$ cat src/rtl/dit_pkg.sv
package dit_pkg;
    typedef enum logic [2:0] {
        ST_NORMAL,
        ST_DRIVE_HI,
        ST_DRIVE_LO,
        ST_ADJUST,
        ST_DFLT_HOLD
    } trim_state_e;

    localparam logic [2:0] MODE_EXIT    = 3'b000;
    localparam logic [2:0] MODE_DRV_HI  = 3'b001;
    localparam logic [2:0] MODE_DRV_LO  = 3'b010;
    localparam logic [2:0] MODE_ADJUST  = 3'b100;
    localparam logic [2:0] MODE_DEFAULT = 3'b111;

    typedef struct packed {
        logic up;
        logic dn;
    } step_cmd_t;
endpackage

$ cat src/rtl/dit_code_dec.sv
module dit_code_dec
    import dit_pkg::*;
#(
    parameter int NCTR = 2
) (
    input  logic [2*NCTR-1:0]          code,
    output step_cmd_t [NCTR-1:0]       cmd,
    output logic                       rsvd
);
    logic [NCTR-1:0] bad;

    // one 2-bit field per counter: 01 up, 10 down, 00 hold, 11 reserved
    for (genvar k = 0; k < NCTR; k++) begin : g_field
        logic [1:0] fld;
        assign fld       = code[2*k +: 2];
        assign cmd[k].up = (fld == 2'b01);
        assign cmd[k].dn = (fld == 2'b10);
        assign bad[k]    = (fld == 2'b11);
    end

    assign rsvd = |bad;
endmodule

$ cat src/rtl/dit_sat_ctr.sv
module dit_sat_ctr #(
    parameter int W    = 4,
    parameter int DFLT = 8
) (
    input  logic         clk,
    input  logic         rst_n,
    input  logic         load,
    input  logic         inc,
    input  logic         dec,
    output logic [W-1:0] q
);
    localparam logic [W-1:0] TOP  = '1;
    localparam logic [W-1:0] BOT  = '0;
    localparam logic [W-1:0] ONE  = W'(1);
    localparam logic [W-1:0] INIT = W'(DFLT);

    always_ff @(posedge clk) begin
        if (!rst_n) begin
            q <= INIT;
        end else if (load) begin
            q <= INIT;
        end else if (inc && !dec && q != TOP) begin
            q <= q + ONE;
        end else if (dec && !inc && q != BOT) begin
            q <= q - ONE;
        end
    end
endmodule

$ cat src/rtl/drv_imp_trim.sv
module drv_imp_trim
    import dit_pkg::*;
#(
    parameter int STEP_W    = 4,
    parameter int DFLT_STEP = 8,
    parameter int BEATS     = 4
) (
    input  logic              clk,
    input  logic              rst_n,
    input  logic              mode_wr,
    input  logic [2:0]        mode_val,
    input  logic              beat_stb,
    input  logic              beat_bit,
    output logic [STEP_W-1:0] pu_step,
    output logic [STEP_W-1:0] pd_step,
    output logic              code_rsvd
);
    localparam int NCTR  = BEATS / 2;
    localparam int CNT_W = (BEATS > 1) ? $clog2(BEATS) : 1;
    localparam logic [CNT_W-1:0] LAST = CNT_W'(BEATS - 1);
    localparam logic [CNT_W-1:0] C1   = CNT_W'(1);

    trim_state_e state, nxt, mode_tgt;
    logic [CNT_W-1:0] beat_cnt;
    logic [BEATS-1:0] shreg, code_nx;
    step_cmd_t [NCTR-1:0] cmd;
    logic rsvd, apply, dflt_load;
    logic [NCTR-1:0][STEP_W-1:0] steps;

    assign code_nx   = {shreg[BEATS-2:0], beat_bit};
    assign apply     = (state == ST_ADJUST) && !mode_wr && beat_stb && (beat_cnt == LAST);
    assign dflt_load = mode_wr && (mode_val == MODE_DEFAULT) && (state != ST_DFLT_HOLD);

    always_comb begin
        unique case (mode_val)
            MODE_EXIT:    mode_tgt = ST_NORMAL;
            MODE_DRV_HI:  mode_tgt = ST_DRIVE_HI;
            MODE_DRV_LO:  mode_tgt = ST_DRIVE_LO;
            MODE_ADJUST:  mode_tgt = ST_ADJUST;
            MODE_DEFAULT: mode_tgt = ST_DFLT_HOLD;
            default:      mode_tgt = state;
        endcase
    end

    always_comb begin
        nxt = state;
        unique case (state)
            ST_NORMAL, ST_DRIVE_HI, ST_DRIVE_LO, ST_ADJUST:
                if (mode_wr) nxt = mode_tgt;
            ST_DFLT_HOLD:
                if (mode_wr && mode_val == MODE_EXIT) nxt = ST_NORMAL;
            default: nxt = ST_NORMAL;
        endcase
    end

    always_ff @(posedge clk) begin
        if (!rst_n) state <= ST_NORMAL;
        else        state <= nxt;
    end

    always_ff @(posedge clk) begin
        if (!rst_n) begin
            beat_cnt  <= '0;
            shreg     <= '0;
            code_rsvd <= 1'b0;
        end else begin
            code_rsvd <= apply && rsvd;
            if (mode_wr) begin
                beat_cnt <= '0;
                shreg    <= '0;
            end else if (beat_stb && state == ST_ADJUST) begin
                beat_cnt <= (beat_cnt == LAST) ? '0 : beat_cnt + C1;
                shreg    <= (beat_cnt == LAST) ? '0 : code_nx;
            end
        end
    end

    dit_code_dec #(.NCTR(NCTR)) u_dec (
        .code (code_nx),
        .cmd  (cmd),
        .rsvd (rsvd)
    );

    for (genvar k = 0; k < NCTR; k++) begin : g_ctr
        dit_sat_ctr #(.W(STEP_W), .DFLT(DFLT_STEP)) u_ctr (
            .clk   (clk),
            .rst_n (rst_n),
            .load  (dflt_load),
            .inc   (apply && !rsvd && cmd[k].up),
            .dec   (apply && !rsvd && cmd[k].dn),
            .q     (steps[k])
        );
    end

    assign pu_step = steps[0];
    assign pd_step = steps[NCTR-1];
endmodule

$ cat config.mk
export PLATFORM = sky130hd
export DESIGN_NAME = drv_imp_trim
export DESIGN_NICKNAME = d
export VERILOG_FILES = /design/src/rtl/dit_pkg.sv /design/src/rtl/dit_code_dec.sv /design/src/rtl/dit_sat_ctr.sv /design/src/rtl/drv_imp_trim.sv
export SDC_FILE = /design/constraint.sdc
export NUM_CORES = 1
export LEC_CHECK = 0
export ABC_AREA = 1
export BUFFER_PORTS_ARGS = -buffer_cell sky130_fd_sc_hd__buf_2
export CORE_MARGIN = 3
export CORE_UTILIZATION = 45
export DETAILED_ROUTE_END_ITERATION = 10
export PLACE_DENSITY = 0.74
export SYNTH_ARGS = -nofsm -noshare
export SYNTH_HDL_FRONTEND = slang
export SYNTH_SLANG_ARGS = --single-unit
$ cat constraint.sdc
create_clock -name clk -period 2.9 [get_ports clk]
set_clock_uncertainty 0.15 [all_clocks]
set_input_delay 0.58 -clock clk [delete_from_list [all_inputs] [get_ports clk]]
set_output_delay 0.58 -clock clk [all_outputs]
set_load 0.02 [all_outputs]
==> out/metrics.yaml <==
outcome: "finished clean"
finalSetupTns_ns: 0
ir_worst_vdd_v: 0.0002609
io_pins: 17
gp_congestion: 0.8196
synthMuxAreaShare: 0
ant_nets: 0
p_sw_uw: 131.6
cts_tree: "built"
relSlewSlack: 0.7152
dieArea_um2: 3297
hold_path_depth: 2
hold_viol_final: 0
cts.sinks: 17
grt_overflow: 0
clk_latency_ns: 0.28
post-synth-top-area-fraction: 0.2860
reg2regPathDepth: 15
avgSynthCellArea_um2: 6.685
pwr-share-comb: 0.175
synth_ff_type: "dfxtp_1"
hold_class: "flip-flop to flip-flop"
synth-xor-area-share: 0.01472
postLayoutCellArea_um2: 1323
nNetsFinal: 213
syn_to_final_growth_pct: 11.15
synth-compound-area-share: 0.1272
grt.total_usage: 0.1633
start_util: 0.4760
yosys.area_share.simple: 0.4069
ys_ff_latch: 17
wl_mm: 2.441
startpoint_type: "flip-flop"
h-tree-depth: 1
synth_edf_count: 0
grt_pass1_wl_mm: 4.436
seq_area_frac_synth: 0.2860
worstPathArrival_ns: 2.47
path_max_fanout: 5
cts_setup_buffers: 0
cts_root_buf: "clkbuf_4"
synth_adder_area_share: 0.08623
cts_buffers: 3
synth_top_area_cell: "dfxtp_1"
vias_per_cell: 5.128
dp_hpwl_mm: 1.960
p_int_uw: 324.6
synth_area_leaders: "dfxtp_1 (29%), nand2_1 (14%), nor2_1 (11%), nand3_1 (6.7%), inv_1 (5.4%)"
critPathKind: "flip-flop to flip-flop"
io_buffers: 16
grt_pass1_vias: 1085
worstMarginPinSlew_ns: 0.4267
core-area_um2: 2500
syn_area_um2: 1190
die_h_um: 57.42
dpl_cell_area_um2: 1296
crit_required_ns: 2.91
drv_slew: 0
grt_max_degree: 10
placement_rows: 18
ys_warn_count: 0
clkTransAtPathRegs_ns: 0.10
cts_buffer_depth: 2
fin_crit_sh: 0.8476
drv_cap: 0
nFillCells: 251
syn_nets: 193
synth.distinct_cells: 23
worst_hold_slack_ns: 0.3370
synth_top_family_by_area: "simple AND/OR/NAND/NOR gates"
period_needed_ns: 2.458
synth_cells: 178
setup_viol: 0
diodes: 0
p_clk_frac: 0.271
pwr-share-seq: 0.554
drt_iter0_markers: 54
synth_commonest_cells: "nand2_1 (44), nor2_1 (36), dfxtp_1 (17), inv_1 (17), nand3_1 (16)"
wl_per_cell_um: 10.75
async_flop_share: 0
cts_hold_buf: 0
rsz0062_at_grt: "false"
drt_first_pass_iters: 4
drc_errors: 0
cellLeakagePower_nw: 0.6494
synth_most_common_cell: "nand2_1"
fmax_mhz: 406.8
vias: 1164
die_w_um: 57.42
cts_resized: 0
drive_above_1_share: 0.1777
antenna_found_initial: 0
p_sw_frac: 0.2885
endpoint_kind: "flip-flop"
cellPowerDensity_nw_per_um2: 345.0
-- critical path: stages (launching register included) --
cell and delay, ns:
dfxtp_1 0.37, ha_1 0.17, inv_1 0.10, nor2_2 0.15, nand3_4 0.12, nor2_8 0.14, nand2_1 0.14, ha_1 0.36
nand2_1 0.10, nand2_1 0.05, nor2_1 0.12, nand2_1 0.06, nand2_1 0.09, nand3_1 0.08, nand2_1 0.07, nand3_1 0.07
-- final timing paths --
check	startpoint	endpoint	slack, ns
worst min register to register	beat_cnt[1]$_SDFFE_PP0P_	beat_cnt[1]$_SDFFE_PP0P_	0.34
worst max-delay path	beat_cnt[0]$_SDFFE_PP0P_	g_ctr[1].u_ctr.q[3]$_SDFFE_PP1P_	0.44
worst max register to register	beat_cnt[0]$_SDFFE_PP0P_	g_ctr[1].u_ctr.q[3]$_SDFFE_PP1P_	0.44
worst min-delay path	beat_cnt[1]$_SDFFE_PP0P_	beat_cnt[1]$_SDFFE_PP0P_	0.34
-- power groups by stage --
stage	combinational [mW]	sequential (mW)	clock, mW
global placement	0.0774	0.258	0
CTS	0.0806	0.253	0.128
global route	0.0929	0.254	0.140
floorplan	0.0740	0.250	0
detailed placement	0.0804	0.258	0
finish	0.0798	0.253	0.124
-- layout by cell type (no fill, tap or decap), drive strengths merged --
cell type / instances
nand2: 46
nor2: 39
inv: 22
nand3: 18
dfxtp: 17
buf: 16
a21oi: 11
o21ai: 9
ha: 5
clkbuf: 4
a211oi: 3
xor2: 2
fa: 2
a31oi: 1
a21boi: 1
nand3b: 1
-- registers in the layout, indices dropped and copies added (netlist names) --
register,cells
beat_cnt,2
g_ctr.u_ctr.q,8
code_rsvd,1
state,3
shreg,3
-- metrics by stage --
step / cells / setup WS [ns] / power (mW) / util
after floorplan: 178 / 0.7231 / 0.3241 / -
final: 227 / 0.4421 / 0.4563 / 0.5290
after CTS: 227 / 0.4826 / 0.4617 / 0.5290
after global placement: 223 / 0.4578 / 0.3350 / 0.5185
after global routing: 227 / 0.2164 / 0.4866 / 0.5290
after detailed placement: 223 / 0.4042 / 0.3385 / 0.5185
-- logic make-up (layout without fill, tap and decap cells) --
logic type               count (synthesis)  count (layout)
buffers and inverters                   23              42
AO/OA/AOI/OAI                           25              25
flip-flops                              17              17
AND/OR/NAND/NOR                        104             104
XOR/XNOR                                 2               2
adder cells (fa/ha/maj)                  7               7
-- final cells by class --
class / count / area [µm²] / share of cell area
Clock buffer: 4 / 26.28 / 0.01987
Multi-Input combinational cell: 138 / 755.7 / 0.5714
Sequential cell: 17 / 340.3 / 0.2573
Inverter: 22 / 82.58 / 0.06244
Timing Repair Buffer: 16 / 80.08 / 0.06055
Tap cell: 30 / 37.54 / 0.02838
-- metal layers --
layer / up-vias / GRT usage / routed length [µm]
met5: - / 0 / 0
met4: 0 / 0.03311 / 13
met3: 2 / 0.02489 / 96
met2: 27 / 0.2823 / 1209
met1: 527 / 0.2144 / 1122
li1: 608 / - / -
Power figures use the tool's default switching activity.
